<file path="src/rtl/dbg_acc_pkg.sv">
package dbg_acc_pkg;

  typedef enum logic [2:0] {
    ST_IDLE    = 3'd0,
    ST_SAVE    = 3'd1,
    ST_CLEAR   = 3'd2,
    ST_XFER    = 3'd3,
    ST_EXT     = 3'd4,
    ST_RESTORE = 3'd5,
    ST_DIRECT  = 3'd6
  } seq_state_e;

  typedef enum logic [1:0] {
    CLS_ACC    = 2'd0,
    CLS_DIRECT = 2'd1,
    CLS_NONE   = 2'd2
  } sel_class_e;

  localparam int SEL_W = 5;

endpackage

</file>
<file path="src/rtl/dbg_acc_rst_sync.sv">
module dbg_acc_rst_sync (
  input  logic clk,
  input  logic rst_n,
  output logic rst_sync_n
);
  logic [1:0] sync_q;

  always_ff @(posedge clk or negedge rst_n) begin
    if (!rst_n) sync_q <= '0;
    else        sync_q <= {sync_q[0], 1'b1};
  end

  assign rst_sync_n = sync_q[1];
endmodule

</file>
<file path="src/rtl/dbg_acc_decode.sv">
module dbg_acc_decode
  import dbg_acc_pkg::*;
#(
  parameter int AW        = 6,
  parameter int NUM_ACC   = 4,
  parameter int NUM_FP    = 8,
  parameter int STAT_ADDR = 0,
  parameter int ACC_BASE  = 4,
  parameter int EXT_BASE  = 8,
  parameter int SP_BASE   = 12,
  parameter int FP_BASE   = 32
) (
  input  logic [SEL_W-1:0] sel,
  output sel_class_e       cls,
  output logic [AW-1:0]    acc_addr,
  output logic [AW-1:0]    ext_addr,
  output logic [AW-1:0]    dir_addr
);
  logic acc_ok;
  logic fp_ok;

  // Index range checks: only elaborated when the count leaves codes unused
  generate
    if (NUM_ACC >= 4) begin : g_acc_full
      assign acc_ok = 1'b1;
    end else begin : g_acc_part
      assign acc_ok = (sel[1:0] < 2'(NUM_ACC));
    end
    if (NUM_FP >= 8) begin : g_fp_full
      assign fp_ok = 1'b1;
    end else begin : g_fp_part
      assign fp_ok = (sel[3:1] < 3'(NUM_FP));
    end
  endgenerate

  always_comb begin
    acc_addr = AW'(ACC_BASE) + AW'(sel[1:0]);
    ext_addr = AW'(EXT_BASE) + AW'(sel[1:0]);
    dir_addr = '0;
    cls      = CLS_NONE;
    if (sel[4]) begin
      // upper longword at the even slot, lower at the odd slot
      if (fp_ok) cls = CLS_DIRECT;
      dir_addr = AW'(FP_BASE) + AW'({sel[3:1], ~sel[0]});
    end else begin
      unique case (sel[3:2])
        2'b00: if (acc_ok) cls = CLS_ACC;
        2'b01: begin
          if (acc_ok) cls = CLS_DIRECT;
          dir_addr = ext_addr;
        end
        2'b10: begin
          if (!sel[1]) begin
            cls      = CLS_DIRECT;
            dir_addr = AW'(SP_BASE) + AW'(sel[0]);
          end else if (!sel[0]) begin
            cls      = CLS_DIRECT;
            dir_addr = AW'(STAT_ADDR);
          end
        end
        default: cls = CLS_NONE;
      endcase
    end
  end
endmodule

</file>
<file path="src/rtl/dbg_acc_ctrl.sv">
module dbg_acc_ctrl
  import dbg_acc_pkg::*;
(
  input  logic       clk,
  input  logic       rst_ni,
  input  logic       req_valid,
  input  sel_class_e req_cls,
  input  logic       req_write,
  input  logic       req_ext,
  output logic       req_ready,
  output logic       accept,
  output seq_state_e state_q,
  output logic       wr_q,
  output logic       ext_q,
  output logic       dir_ok_q
);
  seq_state_e state_d;

  assign req_ready = (state_q == ST_IDLE);
  assign accept    = req_valid && req_ready;

  always_comb begin
    state_d = state_q;
    unique case (state_q)
      ST_IDLE:    if (accept) state_d = (req_cls == CLS_ACC) ? ST_SAVE : ST_DIRECT;
      ST_SAVE:    state_d = ST_CLEAR;
      ST_CLEAR:   state_d = ST_XFER;
      ST_XFER:    state_d = (wr_q && ext_q) ? ST_EXT : ST_RESTORE;
      ST_EXT:     state_d = ST_RESTORE;
      ST_RESTORE: state_d = ST_IDLE;
      ST_DIRECT:  state_d = ST_IDLE;
      default:    state_d = ST_IDLE;
    endcase
  end

  always_ff @(posedge clk or negedge rst_ni) begin
    if (!rst_ni) begin
      state_q  <= ST_IDLE;
      wr_q     <= 1'b0;
      ext_q    <= 1'b0;
      dir_ok_q <= 1'b0;
    end else begin
      state_q <= state_d;
      if (accept) begin
        wr_q     <= req_write;
        ext_q    <= req_ext && req_write && (req_cls == CLS_ACC);
        dir_ok_q <= (req_cls == CLS_DIRECT);
      end
    end
  end

  assert_clear_follows_save_R1: assert property (@(posedge clk) disable iff (!rst_ni)
    (state_q == ST_SAVE) |=> (state_q == ST_CLEAR));

  assert_ext_after_acc_write_R3: assert property (@(posedge clk) disable iff (!rst_ni)
    (state_q == ST_EXT) |-> ($past(state_q) == ST_XFER) && wr_q);

  assert_ready_after_restore_R6: assert property (@(posedge clk) disable iff (!rst_ni)
    (state_q == ST_RESTORE) |=> req_ready);
endmodule

</file>
<file path="src/rtl/dbg_acc_data.sv">
module dbg_acc_data
  import dbg_acc_pkg::*;
#(
  parameter int AW        = 6,
  parameter int DATA_W    = 32,
  parameter int STAT_ADDR = 0
) (
  input  logic              clk,
  input  logic              rst_ni,
  input  logic              accept,
  input  seq_state_e        state_q,
  input  logic              wr_q,
  input  logic              dir_ok_q,
  input  logic [DATA_W-1:0] req_wdata,
  input  logic [DATA_W-1:0] req_ext_data,
  input  logic [AW-1:0]     acc_addr,
  input  logic [AW-1:0]     ext_addr,
  input  logic [AW-1:0]     dir_addr,
  input  logic [DATA_W-1:0] reg_rdata,
  output logic              reg_en,
  output logic              reg_we,
  output logic [AW-1:0]     reg_addr,
  output logic [DATA_W-1:0] reg_wdata,
  output logic              rsp_done,
  output logic [DATA_W-1:0] rsp_rdata
);
  logic [DATA_W-1:0] saved_q;
  logic [DATA_W-1:0] rdata_q, rdata_d;
  logic [DATA_W-1:0] wdata_q, ext_data_q;
  logic [AW-1:0]     acc_addr_q, ext_addr_q, dir_addr_q;
  logic              done_q, done_d;
  logic              save_en, rdata_en;

  // Register port slot for the current sequencer step
  always_comb begin
    reg_en    = 1'b0;
    reg_we    = 1'b0;
    reg_addr  = '0;
    reg_wdata = '0;
    unique case (state_q)
      ST_SAVE: begin
        reg_en   = 1'b1;
        reg_addr = AW'(STAT_ADDR);
      end
      ST_CLEAR: begin
        reg_en   = 1'b1;
        reg_we   = 1'b1;
        reg_addr = AW'(STAT_ADDR);
      end
      ST_XFER: begin
        reg_en    = 1'b1;
        reg_we    = wr_q;
        reg_addr  = acc_addr_q;
        reg_wdata = wdata_q;
      end
      ST_EXT: begin
        reg_en    = 1'b1;
        reg_we    = 1'b1;
        reg_addr  = ext_addr_q;
        reg_wdata = ext_data_q;
      end
      ST_RESTORE: begin
        reg_en    = 1'b1;
        reg_we    = 1'b1;
        reg_addr  = AW'(STAT_ADDR);
        reg_wdata = saved_q;
      end
      ST_DIRECT: begin
        reg_en    = dir_ok_q;
        reg_we    = wr_q;
        reg_addr  = dir_addr_q;
        reg_wdata = wdata_q;
      end
      default: reg_en = 1'b0;
    endcase
  end

  assign save_en  = (state_q == ST_SAVE);
  assign rdata_en = accept
                 || ((state_q == ST_XFER) && !wr_q)
                 || ((state_q == ST_DIRECT) && !wr_q && dir_ok_q);
  assign rdata_d  = accept ? '0 : reg_rdata;
  assign done_d   = (state_q == ST_RESTORE) || (state_q == ST_DIRECT);

  always_ff @(posedge clk or negedge rst_ni) begin
    if (!rst_ni) begin
      saved_q    <= '0;
      rdata_q    <= '0;
      wdata_q    <= '0;
      ext_data_q <= '0;
      acc_addr_q <= '0;
      ext_addr_q <= '0;
      dir_addr_q <= '0;
      done_q     <= 1'b0;
    end else begin
      done_q <= done_d;
      if (save_en)  saved_q <= reg_rdata;
      if (rdata_en) rdata_q <= rdata_d;
      if (accept) begin
        wdata_q    <= req_wdata;
        ext_data_q <= req_ext_data;
        acc_addr_q <= acc_addr;
        ext_addr_q <= ext_addr;
        dir_addr_q <= dir_addr;
      end
    end
  end

  assign rsp_done  = done_q;
  assign rsp_rdata = rdata_q;

  assert_saved_stable_R4: assert property (@(posedge clk) disable iff (!rst_ni)
    (state_q != ST_SAVE) |=> $stable(saved_q));

  assert_done_single_R5: assert property (@(posedge clk) disable iff (!rst_ni)
    rsp_done |=> !rsp_done);
endmodule

</file>
<file path="src/rtl/dbg_acc_seq.sv">
module dbg_acc_seq
  import dbg_acc_pkg::*;
#(
  parameter int DATA_W    = 32,
  parameter int AW        = 6,
  parameter int NUM_ACC   = 4,
  parameter int NUM_FP    = 8,
  parameter int STAT_ADDR = 0,
  parameter int ACC_BASE  = 4,
  parameter int EXT_BASE  = 8,
  parameter int SP_BASE   = 12,
  parameter int FP_BASE   = 32
) (
  input  logic              clk,
  input  logic              rst_n,
  input  logic              req_valid,
  output logic              req_ready,
  input  logic              req_write,
  input  logic [4:0]        req_sel,
  input  logic [DATA_W-1:0] req_wdata,
  input  logic              req_ext,
  input  logic [DATA_W-1:0] req_ext_data,
  output logic              rsp_done,
  output logic [DATA_W-1:0] rsp_rdata,
  output logic              reg_en,
  output logic              reg_we,
  output logic [AW-1:0]     reg_addr,
  output logic [DATA_W-1:0] reg_wdata,
  input  logic [DATA_W-1:0] reg_rdata
);
  logic          rst_ni;
  sel_class_e    cls;
  logic [AW-1:0] acc_addr, ext_addr, dir_addr;
  logic          accept, wr_q, ext_q, dir_ok_q;
  seq_state_e    state_q;

  dbg_acc_rst_sync u_rst (
    .clk        (clk),
    .rst_n      (rst_n),
    .rst_sync_n (rst_ni)
  );

  dbg_acc_decode #(
    .AW(AW), .NUM_ACC(NUM_ACC), .NUM_FP(NUM_FP), .STAT_ADDR(STAT_ADDR),
    .ACC_BASE(ACC_BASE), .EXT_BASE(EXT_BASE), .SP_BASE(SP_BASE), .FP_BASE(FP_BASE)
  ) u_dec (
    .sel      (req_sel),
    .cls      (cls),
    .acc_addr (acc_addr),
    .ext_addr (ext_addr),
    .dir_addr (dir_addr)
  );

  dbg_acc_ctrl u_ctrl (
    .clk       (clk),
    .rst_ni    (rst_ni),
    .req_valid (req_valid),
    .req_cls   (cls),
    .req_write (req_write),
    .req_ext   (req_ext),
    .req_ready (req_ready),
    .accept    (accept),
    .state_q   (state_q),
    .wr_q      (wr_q),
    .ext_q     (ext_q),
    .dir_ok_q  (dir_ok_q)
  );

  dbg_acc_data #(
    .AW(AW), .DATA_W(DATA_W), .STAT_ADDR(STAT_ADDR)
  ) u_data (
    .clk          (clk),
    .rst_ni       (rst_ni),
    .accept       (accept),
    .state_q      (state_q),
    .wr_q         (wr_q),
    .dir_ok_q     (dir_ok_q),
    .req_wdata    (req_wdata),
    .req_ext_data (req_ext_data),
    .acc_addr     (acc_addr),
    .ext_addr     (ext_addr),
    .dir_addr     (dir_addr),
    .reg_rdata    (reg_rdata),
    .reg_en       (reg_en),
    .reg_we       (reg_we),
    .reg_addr     (reg_addr),
    .reg_wdata    (reg_wdata),
    .rsp_done     (rsp_done),
    .rsp_rdata    (rsp_rdata)
  );
endmodule

</file>
<file path="config.mk">
export PLATFORM = sky130hd
export DESIGN_NAME = dbg_acc_seq
export DESIGN_NICKNAME = d
export VERILOG_FILES = /design/src/rtl/dbg_acc_pkg.sv /design/src/rtl/dbg_acc_rst_sync.sv /design/src/rtl/dbg_acc_decode.sv /design/src/rtl/dbg_acc_ctrl.sv /design/src/rtl/dbg_acc_data.sv /design/src/rtl/dbg_acc_seq.sv
export SDC_FILE = /design/constraint.sdc
export NUM_CORES = 1
export LEC_CHECK = 0
export CAP_MARGIN = 20
export CORE_MARGIN = 2
export CORE_UTILIZATION = 40
export DETAILED_ROUTE_END_ITERATION = 6
export PLACE_DENSITY = 0.62
export SYNTH_ARGS = -nofsm -noshare
export SYNTH_HDL_FRONTEND = slang
export SYNTH_HIERARCHICAL = 1
export SYNTH_SLANG_ARGS = --single-unit
export TNS_END_PERCENT = 100
</file>
<file path="constraint.sdc">
create_clock -name clk -period 6.8 [get_ports clk]
set_clock_uncertainty 0.1 [all_clocks]
set_input_delay 1.7 -clock clk [delete_from_list [all_inputs] [get_ports clk]]
set_output_delay 1.7 -clock clk [all_outputs]
set_load 0.01 [all_outputs]
</file>
* After elaboration in Yosys (flattened, before gate mapping)
Index checks and enable logic that the tools add are counted.
Widths: inputs -> output; s select.
** Cells by class
- Add/sub/neg operators :: 4
- Equal/unequal tests :: 10
- Mux-type cells :: 16
- Bitwise logic cells :: 1
- Reductions and logical operators :: 17
** Operators with widths (number)
- $pmux 32 s3 :: 1
- $mux 32 :: 1
- $pmux 6 s3 :: 1
- $pmux 3 s5 :: 1
- $mux 6 :: 2
- $pmux 6 s2 :: 1
- $eq 3x3->1 const B :: 3
- $logic_and 1x1->1 :: 7
- $add 6x4->6 const A :: 1
- $eq 3x2->1 const B :: 2
- $mux 2 :: 3
- $mux 3 :: 2
- $pmux 2 s3 :: 1
- $add 4x1->5 const A :: 1
- $add 4x2->5 const A :: 1
- $reduce_or 5->1 :: 1
- $add 3x2->4 const A :: 1
- $eq 2x1->1 const B :: 2
- $logic_not 2->1 :: 2
- $pmux 1 s2 :: 2
- $eq 3x1->1 const B :: 1
- $logic_not 3->1 :: 1
- $logic_or 1x1->1 :: 3
- $reduce_or 3->1 :: 1
- other kinds (6) :: 6
** Word-level totals
- Bits in registers :: 155
- Input port bits :: 106
- Output and inout bits :: 74
- Logic and storage cells :: 61

* Logic depth before layout (Yosys ltp)
Gate-level depths: netlist of run 1.
- Depth in word-level cells :: 8
- Depth in mapped cells :: 9
- Gate-level depth less buffers :: 7

* Cells and area by module
The synthesis of run 1 kept the hierarchy.
** By module, submodules not included
- dbg_acc_data :: instances 1, cells each 646, area an instance 7450.9 µm², seq. area each 3678.5 µm²
- dbg_acc_ctrl :: instances 1, cells each 29, area an instance 304.0 µm², seq. area each 150.1 µm²
- dbg_acc_decode :: instances 1, cells each 39, area an instance 270.3 µm², seq. area each 0.0 µm²
- dbg_acc_rst_sync :: instances 1, cells each 3, area an instance 53.8 µm², seq. area each 50.0 µm²

* Least setup slack after synthesis of run 1
No wires, ideal clock.
- Path kind :: in2reg
- Start :: in req_valid
- End :: reg u_data.ext_data_q[10]
- Library setup time :: 0.125 ns
- Data arrival time :: 3.164 ns
- Required time :: 6.575 ns
- Setup slack :: 3.412 ns
- Stages :: 7
- Buffers on the path :: 4
- Path through :: or4b_4 > buf_6 > inv_1 > buf_2 > buf_2 > buf_2 > mux2_2
** On the way
- Cells in the longest elaborated chain, start to end :: 1
** Ends and longest elaborated chain
- start, declared :: RTL line dbg_acc_seq.sv:16 : input logic req_valid,
- $logic_and 1x1->1 :: RTL line dbg_acc_ctrl.sv:20 : assign accept = req_valid && req_ready;
- named net accept :: RTL line dbg_acc_seq.sv:34 : logic accept, wr_q, ext_q, dir_ok_q;
- end signal, assigned :: RTL line dbg_acc_data.sv:101 : ext_data_q <= req_ext_data;
- end, declared :: RTL line dbg_acc_data.sv:29 : logic [DATA_W-1:0] wdata_q, ext_data_q;
The timed path passes the listed nets, and every way through them passes these cells.
A chain may end at the register's enable or synchronous reset.

* Final worst setup path of run 1
- Start :: reg u_ctrl.state_q[0]
- End :: out reg_wdata[5]
** On the way
- Cells in the longest elaborated chain, start to end :: 3
- Elaborated cells between the ends (all ways) :: 6
- Classes of those cells :: eq/ne (4); mux (1); reduce/logical (1)
** Ends and longest elaborated chain
- start, declared :: RTL line dbg_acc_ctrl.sv:12 : output seq_state_e state_q,
- start signal, assigned :: RTL line dbg_acc_ctrl.sv:43 : state_q <= state_d;
- $eq 3x2->1 or $eq 3x3->1 (tied branches) :: RTL line dbg_acc_data.sv:40 : unique case (state_q)
- $reduce_or 2->1 (no line)
- $pmux 32 s3 (*) :: RTL line dbg_acc_data.sv:40
- end, declared :: RTL line dbg_acc_seq.sv:28 : output logic [DATA_W-1:0] reg_wdata,
Every way passes the cells marked *; elsewhere a longest branch is shown, timed or not.

==> flow_metrics.env, run 1 <==
export IMPL_status="finished clean"
export IMPL_cpMaxStageDelayCell="nand2_2"
export IMPL_cp_end_kind="primary output"
export IMPL_clk_path_buf_depth=2
export IMPL_p_leak_nw=4.31
export IMPL_cpPeakStageDelay_ps=720
export IMPL_setup_violations=0
export IMPL_grt_pass1_wl_mm=34.8
export IMPL_drive_gt1_frac=0.193
export IMPL_dieWidth_um=146
export IMPL_grt_max_degree=76
export IMPL_ant_nets=0
export IMPL_hold_viol_final=0
export IMPL_die_h_um=146
export IMPL_holdWs_ps=94.5
export IMPL_slew_viol_final=0
export IMPL_drcViolationCount=0
export IMPL_ys_types=43
export IMPL_critPathKind="flip-flop to primary output"
export IMPL_die_area_um2=21300
export IMPL_r2r_cells=6
export IMPL_powerDensity_nw_per_um2=505
export IMPL_rsz0062_at_grt="no"
export IMPL_pre_cts_ws_ps=2100
export IMPL_async_reset_ff_frac=1.00
export IMPL_gp_congestion=0.842
export IMPL_track_usage=0.205
export IMPL_grt_pass1_vias=6380
export IMPL_via_per_inst=5.42
export IMPL_finalSetupTns_ps=0
export IMPL_fmax_mhz=193
export IMPL_num_rows=51
export IMPL_crit_chain="inv_2, nand2_2, o22ai_1, clkdlybuf4s50_1"
export IMPL_antenna_cells=0
export IMPL_wirelength_mm=21.7
export IMPL_core_um2=19700
export IMPL_worstReg2RegStart="u_ctrl/state_q[2]$_DFFE_PN0P_"
export IMPL_ys_seq_elements=155
export IMPL_fill_cells=1777
export IMPL_r2r_end="u_data/rsp_rdata[17]$_DFFE_PN0P_"
export IMPL_wl_per_cell_um=19.3
export IMPL_avgSynthCellArea_um2=11.3
export IMPL_cts_buffers=17
export IMPL_start_kind="flip-flop"
export IMPL_postCtsSetupBuffers=0
export IMPL_yosysMostFrequentCell="dfrtp_1"
export IMPL_antenna_found_initial=1
export IMPL_fin_nets=961
export IMPL_first_pass_iters=5
export IMPL_areaGrowthSynthToFinish_pct=28.7
export IMPL_cp_required_ps=5000
export IMPL_startpoint="u_ctrl/state_q[0]$_DFFE_PN0P_"
export IMPL_clock_sinks=155
export IMPL_vias=6118
export IMPL_cts_htree_levels=4
export IMPL_start_util=0.411
export IMPL_regToRegSetupSlack_ps=3490
export IMPL_clock_latency_ps=420
export IMPL_fin_ws_ps=1630
export IMPL_cts_tree="done"
export IMPL_worst_ep_arrival_time_ps=3370
export IMPL_grt_overflow=0
export IMPL_netlist_area_leader_share=0.480
export IMPL_period_needed_ps=5170
export IMPL_utilization=0.529
export IMPL_hold_class="flip-flop to asynchronous set/reset pin"
export IMPL_cts_resized=0
export IMPL_synthFlopType="dfrtp_1"
export IMPL_tightest_slew_ps=1100
export IMPL_dp_hpwl_mm=14.4
export IMPL_syn_inst=717
export IMPL_synth_warnings=6
export IMPL_seq_area_frac_synth=0.480
export IMPL_syn_area_um2=8080
export IMPL_cp_max_fo=38
export IMPL_hold_buffers=0
export IMPL_clkTransAtPathRegs_ps=60
export IMPL_numPortBuffers=179
export IMPL_max_cap_violations=0
export IMPL_ir_worst_vdd_v=0.000216
export IMPL_synth_top_cells_by_count="155 x dfrtp_1, 84 x mux2_2, 73 x nand2_1"
export IMPL_synth_edff_count=0
export IMPL_drt_iter0_markers=477
export IMPL_finalCritPeriodShare=0.761
export IMPL_clockRootBuffer="clkbuf_16"
export IMPL_io_pins=180
export IMPL_synthTopCellsByArea="dfrtp_1 48%, mux2_2 12%, mux2_4 5.8%, nand3_1 4.0%, a2bb2oi_1 3.5%"
export IMPL_synth_top_area_cell="dfrtp_1"
export IMPL_slew_headroom=0.268
-- stage by stage --
stage | std cells | cell area [um2] | power, mW
floorplan | 724 | 8110 | 3.44
global placement | 1097 | 9830 | 4.28
finish | 1129 | 10400 | 5.25
global route | 1129 | 10400 | 5.60
CTS | 1129 | 10400 | 5.29
detailed placement | 1097 | 9830 | 4.35
-- per-layer routing --
metal	routed length (um)	share of wire	global-route usage
met1	9790	0.45	0.283
met2	10400	0.48	0.329
met3	1380	0.063	0.0522
met4	189	0.0087	0.0461
met5	13	0.00060	0
-- sequential cells by signal, summed over array words and instances (netlist names) --
name,cells
u_data/rsp_done,1
u_data/saved_q,32
u_data/ext_data_q,32
u_data/rsp_rdata,32
u_data/wdata_q,32
u_data/acc_addr_q,6
u_ctrl/wr_q,1
u_ctrl/dir_ok_q,1
u_data/dir_addr_q,6
u_ctrl/state_q,3
u_rst/sync_q,2
u_ctrl/ext_q,1
u_data/ext_addr_q,6
-- cell type report --
| class | count | area [um2] | share of cell area |
|---|---|---|---|
| inverters | 7 | 28.8 | 0.00277 |
| well taps | 265 | 332 | 0.0319 |
| clock buffers | 23 | 478 | 0.0460 |
| clock inverters | 9 | 87.6 | 0.00843 |
| flip-flops and latches | 155 | 3880 | 0.374 |
| multi-input cells | 482 | 3720 | 0.358 |
| repair buffers | 188 | 1860 | 0.179 |
-- power breakdown --
part | internal (mW) | switching (mW) | total [mW] | leakage (nW)
sequential | 1.40 | 0.315 | 1.71 | 1.81
combinational | 1.38 | 1.24 | 2.62 | 2.23
clock | 0.534 | 0.381 | 0.915 | 0.266
total | 3.31 | 1.94 | 5.25 | 4.31
-- cell families after synthesis --
kind of cell,after synthesis,share of synthesized area
AO/OA/AOI/OAI,153,0.146
adder cells (fa/ha/maj),4,0.00620
AND/OR/NAND/NOR,192,0.118
XOR/XNOR,1,0.00108
other,3,0.00139
multiplexers,122,0.183
flip-flops,155,0.480
buffers and inverters,87,0.0643
-- worst max-delay path, delay by kind of cell, from the launching register on --
| kind | cells | cell delay [ps] |
|---|---|---|
| buf+inv | 2 | 1220 |
| simple gates | 1 | 720 |
| flops | 1 | 530 |
| compound gates | 1 | 460 |
-- worst max path at each step --
| stage | endpoint | cells after the start |
|---|---|---|
| 2_1_floorplan | u_ctrl/dir_ok_q$_DFFE_PN0P_ | 0 |
| 3_3_place_gp | reg_addr[5] | 4 |
| 4_1_cts | reg_wdata[1] | 4 |
| 5_1_grt | reg_wdata[1] | 4 |
| 3_5_place_dp | reg_wdata[1] | 4 |
| 6_report | reg_wdata[5] | 4 |
-- layout by cell type, fill, tap and decap left out, types with 4 or more instances in the layout --
cell type	n
inv_1	5
ha_1	4
clkinvlp_4	4
mux2_2	84
nor2_1	5
clkbuf_16	17
conb_1	10
a21boi_0	32
nand2_1	72
nand3_1	65
a2bb2oi_1	32
buf_4	9
o2bb2ai_1	6
mux2i_1	7
nor2b_1	32
clkdlybuf4s50_1	179
mux2_4	31
o2111ai_1	32
dfrtp_1	152
o22ai_1	33
(Power assumes the default switching activity.)
==> inputs of run 2 (changes only) <==
Clock period 6.8 ns to 4.8 ns, I/O delays scaled along.
==> run 2 against run 1 <==
Largest power group unchanged. Cell area grew 0.59%. Combinational power is 45% higher. Final cell count rose by 0.62%. Largest cell class unchanged. Global-route usage is 0.85 points higher. Utilization increased by 0.31 points. Worst hold slack improved by 160 ps.
==> flow_metrics.env, run 2 (same netlist as run 1, synthesis figures left out) <==
export IMPL_die_area_um2=21300
export IMPL_hp_start="u_rst/sync_q[0]$_DFF_PN0_"
export IMPL_final_common_cell="clkdlybuf4s50_1"
export IMPL_cts_resized=0
export IMPL_drcViolationCount=0
export IMPL_areaGrowthSynthToFinish_pct=29.4
export IMPL_dr_wl_met2_mm=11.1
export IMPL_clockRootBuffer="clkbuf_16"
export IMPL_num_rows=51
export IMPL_start_kind="flip-flop"
export IMPL_die_h_um=146
export IMPL_fin_ws_ps=366
export IMPL_finalSetupTns_ps=0
export IMPL_worstReg2RegStart="u_ctrl/state_q[2]$_DFFE_PN0P_"
export IMPL_hold_class="flip-flop to flip-flop"
export IMPL_cp_end_kind="primary output"
export IMPL_startpoint="u_ctrl/state_q[2]$_DFFE_PN0P_"
export IMPL_place_area_um2=9890
export IMPL_hold_viol_final=0
export IMPL_period_needed_ps=4430
export IMPL_crit_chain="buf_4, nand2_2, o22ai_1, clkdlybuf4s50_1"
export IMPL_cts_buffers=17
export IMPL_slew_viol_final=0
export IMPL_wl_met1_mm=10.1
export IMPL_utilization=0.532
export IMPL_grt_pass1_wl_mm=36.2
export IMPL_clock_sinks=155
export IMPL_track_usage=0.214
export IMPL_pre_cts_ws_ps=769
export IMPL_antenna_found_initial=0
export IMPL_clk_path_buf_depth=2
export IMPL_antenna_cells=0
export IMPL_wl_per_cell_um=20.0
export IMPL_critPathKind="flip-flop to primary output"
export IMPL_powerDensity_nw_per_um2=715
export IMPL_tightest_slew_ps=954
export IMPL_drive_gt1_frac=0.203
export IMPL_first_pass_iters=5
export IMPL_cpPeakStageDelay_ps=650
export IMPL_wirelength_mm=22.8
export IMPL_postCtsSetupBuffers=0
export IMPL_via_per_inst=5.48
export IMPL_numPortBuffers=179
export IMPL_start_util=0.411
export IMPL_dieWidth_um=146
export IMPL_clock_latency_ps=420
export IMPL_cts_htree_levels=4
export IMPL_fin_nets=968
export IMPL_worst_ep_arrival_time_ps=3130
export IMPL_fmax_mhz=226
export IMPL_vias=6227
export IMPL_finalInstanceArea_um2=10500
export IMPL_grt_overflow=0
export IMPL_cp_max_fo=38
export IMPL_max_cap_violations=0
export IMPL_hold_buffers=0
export IMPL_holdWs_ps=256
export IMPL_ir_worst_vdd_v=0.000299
export IMPL_finalCritPeriodShare=0.924
export IMPL_rsz0062_at_grt="no"
export IMPL_cpMaxStageDelayCell="dfrtp_2"
export IMPL_status="finished clean"
export IMPL_dp_hpwl_mm=15.4
export IMPL_p_leak_nw=4.35
export IMPL_slew_headroom=0.362
export IMPL_final_cell_mix="179 x clkdlybuf4s50_1, 152 x dfrtp_1, 84 x mux2_2"
export IMPL_setup_violations=0
export IMPL_ant_nets=0
export IMPL_gp_congestion=0.826
export IMPL_io_pins=180
export IMPL_cp_required_ps=3500
export IMPL_cts_tree="done"
export IMPL_drt_iter0_markers=363
export IMPL_grt_max_degree=65
export IMPL_clkTransAtPathRegs_ps=60
export IMPL_grt_pass1_vias=6629
export IMPL_met3_length_mm=1.36
export IMPL_top_layer="met4"
export IMPL_fill_cells=1747
export IMPL_core_um2=19700
run 2: cell types whose count changed in the layout (fill, tap and decap cells not counted), moves of 3 or more:
cell,delta
buf_4,+5
clkinv_4,+3
clkbuf_8,-3
clkbuf_1,-3
inv_6,+4
run 2: area by class of cell:
cell class                      count  area, um2  area share
Sequential cell                   155       3880       0.372
Multi-Input combinational cell    482       3720       0.356
Timing Repair Buffer              195       1940       0.186
Clock buffer                       17        425      0.0407
Tap cell                          265        332      0.0317
Clock inverter                     15        116      0.0111
Inverter                            7       28.8     0.00275
run 2: path summary, 6_finish.rpt:
path	endpoint	slack [ps]	depth (start not counted)
max	reg_wdata[25]	370	4
min	u_rst/sync_q[1]$_DFF_PN0_	260	0
max reg2reg	u_data/rsp_rdata[7]$_DFFE_PN0P_	1810	7
min reg2reg	u_rst/sync_q[1]$_DFF_PN0_	260	0
max in group asynchronous	u_ctrl/state_q[1]$_DFFE_PN0P_	3080	1
min in group asynchronous	u_data/ext_data_q[8]$_DFFE_PN0P_	350	0
run 2: metal layers:
layer | track usage | vias up
met1 | 0.284 | 3126
met2 | 0.355 | 205
li1 | - | 2881
met5 | 0 | -
met4 | 0.0481 | 0
met3 | 0.0541 | 15
run 2: critical path, delay by kind of cell, from the launching register on:
kind	cells	cell delay (ps)
and+or+nand+nor	1	620
DFF	1	650
AOI/OAI and AO/OA	1	430
buffers and inverters	2	990
run 2: stage by stage:
step	total power, mW	instances
2_1_floorplan	4.88	724
3_3_place_gp	6.10	1103
3_5_place_dp	6.22	1103
4_1_cts	7.50	1135
5_1_grt	7.94	1136
6_report	7.47	1136
run 2: report_power, final:
group	total [mW]	internal (mW)	leakage [nW]	switching, mW
registers	2.42	1.98	1.81	0.446
logic	3.80	2.00	2.27	1.81
clock network	1.24	0.670	0.261	0.575
==> inputs of run 3 (changes only) <==
Clock period 4.8 ns to 5.3 ns, I/O delays scaled along.
==> run 3 against run 2 <==
Die area unchanged. Final cell count decreased by 0.18%. Worst hold slack got worse by 1.1 ps. Utilization increased by 0.17 points. Sequential share of layout area decreased by 0.12 points. Highest routed layer is now met5.
==> flow_metrics.env, run 3 (same netlist as run 1, synthesis figures left out) <==
export IMPL_finalCritPeriodShare=0.853
export IMPL_place_area_um2=9870
export IMPL_clock_latency_ps=420
export IMPL_clockPowerShare=0.178
export IMPL_placed_cells=1101
export IMPL_postCtsSetupBuffers=0
export IMPL_fmax_mhz=221
export IMPL_antenna_cells=0
export IMPL_fin_nets=966
export IMPL_max_cap_violations=0
export IMPL_drt_iter0_markers=536
export IMPL_cts_tree="done"
export IMPL_crit_buf_inv=2
export IMPL_p_leak_nw=4.35
export IMPL_switching_share=0.369
export IMPL_regToRegSetupSlack_ps=2410
export IMPL_drcViolationCount=0
export IMPL_slew_viol_final=0
export IMPL_rsz0062_at_grt="no"
export IMPL_power_net_switching_mw=2.53
export IMPL_numPortBuffers=179
export IMPL_intPower_mw=4.32
export IMPL_grt_overflow=0
export IMPL_clock_sinks=155
export IMPL_clkTransAtPathRegs_ps=60
export IMPL_drive_gt1_frac=0.199
export IMPL_grt_pass1_vias=6547
export IMPL_worst_ep_arrival_time_ps=3100
export IMPL_fin_cells=1134
export IMPL_tightest_slew_ps=934
export IMPL_dieWidth_um=146
export IMPL_io_pins=180
export IMPL_cpPeakStageDelay_ps=610
export IMPL_combPwrFrac=0.499
export IMPL_cpMaxStageDelayCell="clkdlybuf4s50_1"
export IMPL_r2r_end="u_data/dir_addr_q[4]$_DFFE_PN0P_"
export IMPL_cp_required_ps=3880
export IMPL_finalInstanceArea_um2=10500
export IMPL_powerDensity_nw_per_um2=653
export IMPL_clockRootBuffer="clkbuf_16"
export IMPL_start_util=0.411
export IMPL_fill_cells=1754
export IMPL_final_common_cell="clkdlybuf4s50_1"
export IMPL_cts_resized=0
export IMPL_grt_max_degree=83
export IMPL_first_pass_iters=7
export IMPL_hold_viol_final=0
export IMPL_via_per_inst=5.49
export IMPL_setup_violations=0
export IMPL_hold_class="flip-flop to flip-flop"
export IMPL_power_frac_seq=0.323
export IMPL_die_h_um=146
export IMPL_cp_end_kind="primary output"
export IMPL_critPathKind="flip-flop to primary output"
export IMPL_cp_max_fo=38
export IMPL_finalSetupTns_ps=0
export IMPL_worstReg2RegStart="u_ctrl/state_q[2]$_DFFE_PN0P_"
export IMPL_clk_path_buf_depth=2
export IMPL_grt_pass1_wl_mm=36.4
export IMPL_cts_buffers=17
export IMPL_r2r_cells=5
export IMPL_hp_start="u_rst/sync_q[0]$_DFF_PN0_"
export IMPL_die_area_um2=21300
export IMPL_ant_nets=0
export IMPL_period_needed_ps=4520
export IMPL_worstHoldEndpoint="u_rst/sync_q[1]$_DFF_PN0_"
export IMPL_utilization=0.534
export IMPL_core_um2=19700
export IMPL_dp_hpwl_mm=14.7
export IMPL_status="finished clean"
export IMPL_hold_buffers=0
export IMPL_p_total_mw=6.85
export IMPL_antenna_found_initial=1
export IMPL_wirelength_mm=22.8
export IMPL_slew_headroom=0.378
export IMPL_cts_htree_levels=4
export IMPL_gp_congestion=0.787
export IMPL_cp_top_family="buffers and inverters"
export IMPL_crit_chain="buf_4, nand2_2, o22ai_1, clkdlybuf4s50_1"
export IMPL_final_cell_mix="179 x clkdlybuf4s50_1, 152 x dfrtp_1, 84 x mux2_2"
export IMPL_whs_path_depth=0
export IMPL_start_kind="flip-flop"
export IMPL_areaGrowthSynthToFinish_pct=29.8
export IMPL_ir_worst_vdd_v=0.000321
export IMPL_track_usage=0.215
export IMPL_num_rows=51
export IMPL_vias=6231
export IMPL_wl_per_cell_um=20.1
run 3: routing by layer:
layer | vias up | track usage | share of wire
met2 | 230 | 0.347 | 0.47
met3 | 22 | 0.0566 | 0.067
met1 | 3108 | 0.292 | 0.45
li1 | 2869 | - | -
met4 | 2 | 0.0515 | 0.013
met5 | - | 0 | 0.00070
run 3: worst reg2reg max path: cells and delay by family, from the launching register on:
| family | cells | cell delay [ps] |
|---|---|---|
| multiplexers | 1 | 470 |
| AND/OR/NAND/NOR | 1 | 590 |
| flip-flops | 1 | 540 |
| buffers and inverters | 3 | 1080 |
run 3: layout make-up:
| type | instances | area (um2) | share of cell area |
|---|---|---|---|
| inverter | 7 | 28.8 | 0.00274 |
| multi-input combinational | 482 | 3720 | 0.355 |
| sequential | 155 | 3880 | 0.370 |
| clock buffer | 22 | 474 | 0.0452 |
| clock inverter | 10 | 116 | 0.0111 |
| timing repair buffer | 193 | 1930 | 0.184 |
| tap | 265 | 332 | 0.0316 |
run 3: how the worst max path moves through the flow:
| stage | from | endpoint | slack, ps | cells past startpoint |
|---|---|---|---|---|
| after global placement | u_ctrl/state_q[2]$_DFFE_PN0P_ | reg_wdata[0] | 1190 | 4 |
| after floorplan | u_rst/sync_q[1]$_DFF_PN0_ | u_ctrl/dir_ok_q$_DFFE_PN0P_ | 560 | 0 |
| after detailed placement | u_ctrl/state_q[2]$_DFFE_PN0P_ | reg_wdata[1] | 1150 | 4 |
| after CTS | u_ctrl/state_q[2]$_DFFE_PN0P_ | reg_wdata[1] | 690 | 4 |
| after global routing | u_ctrl/state_q[2]$_DFFE_PN0P_ | reg_wdata[0] | 580 | 4 |
| final | u_ctrl/state_q[2]$_DFFE_PN0P_ | reg_wdata[1] | 780 | 4 |
run 3: metrics by stage:
stage	setup WS, ps	hold slack (ps)
6_report	777	255
5_1_grt	576	270
4_1_cts	689	258
3_5_place_dp	1150	244
3_3_place_gp	1190	240
2_1_floorplan	561	231
run 3: power by group through the flow:
stage | registers (mW) | clock network [mW] | logic, mW
floorplan | 2.12 | 0 | 2.30
global placement | 2.21 | 0 | 3.31
detailed placement | 2.22 | 0 | 3.40
CTS | 2.22 | 1.26 | 3.42
global route | 2.29 | 1.30 | 3.71
finish | 2.21 | 1.22 | 3.42
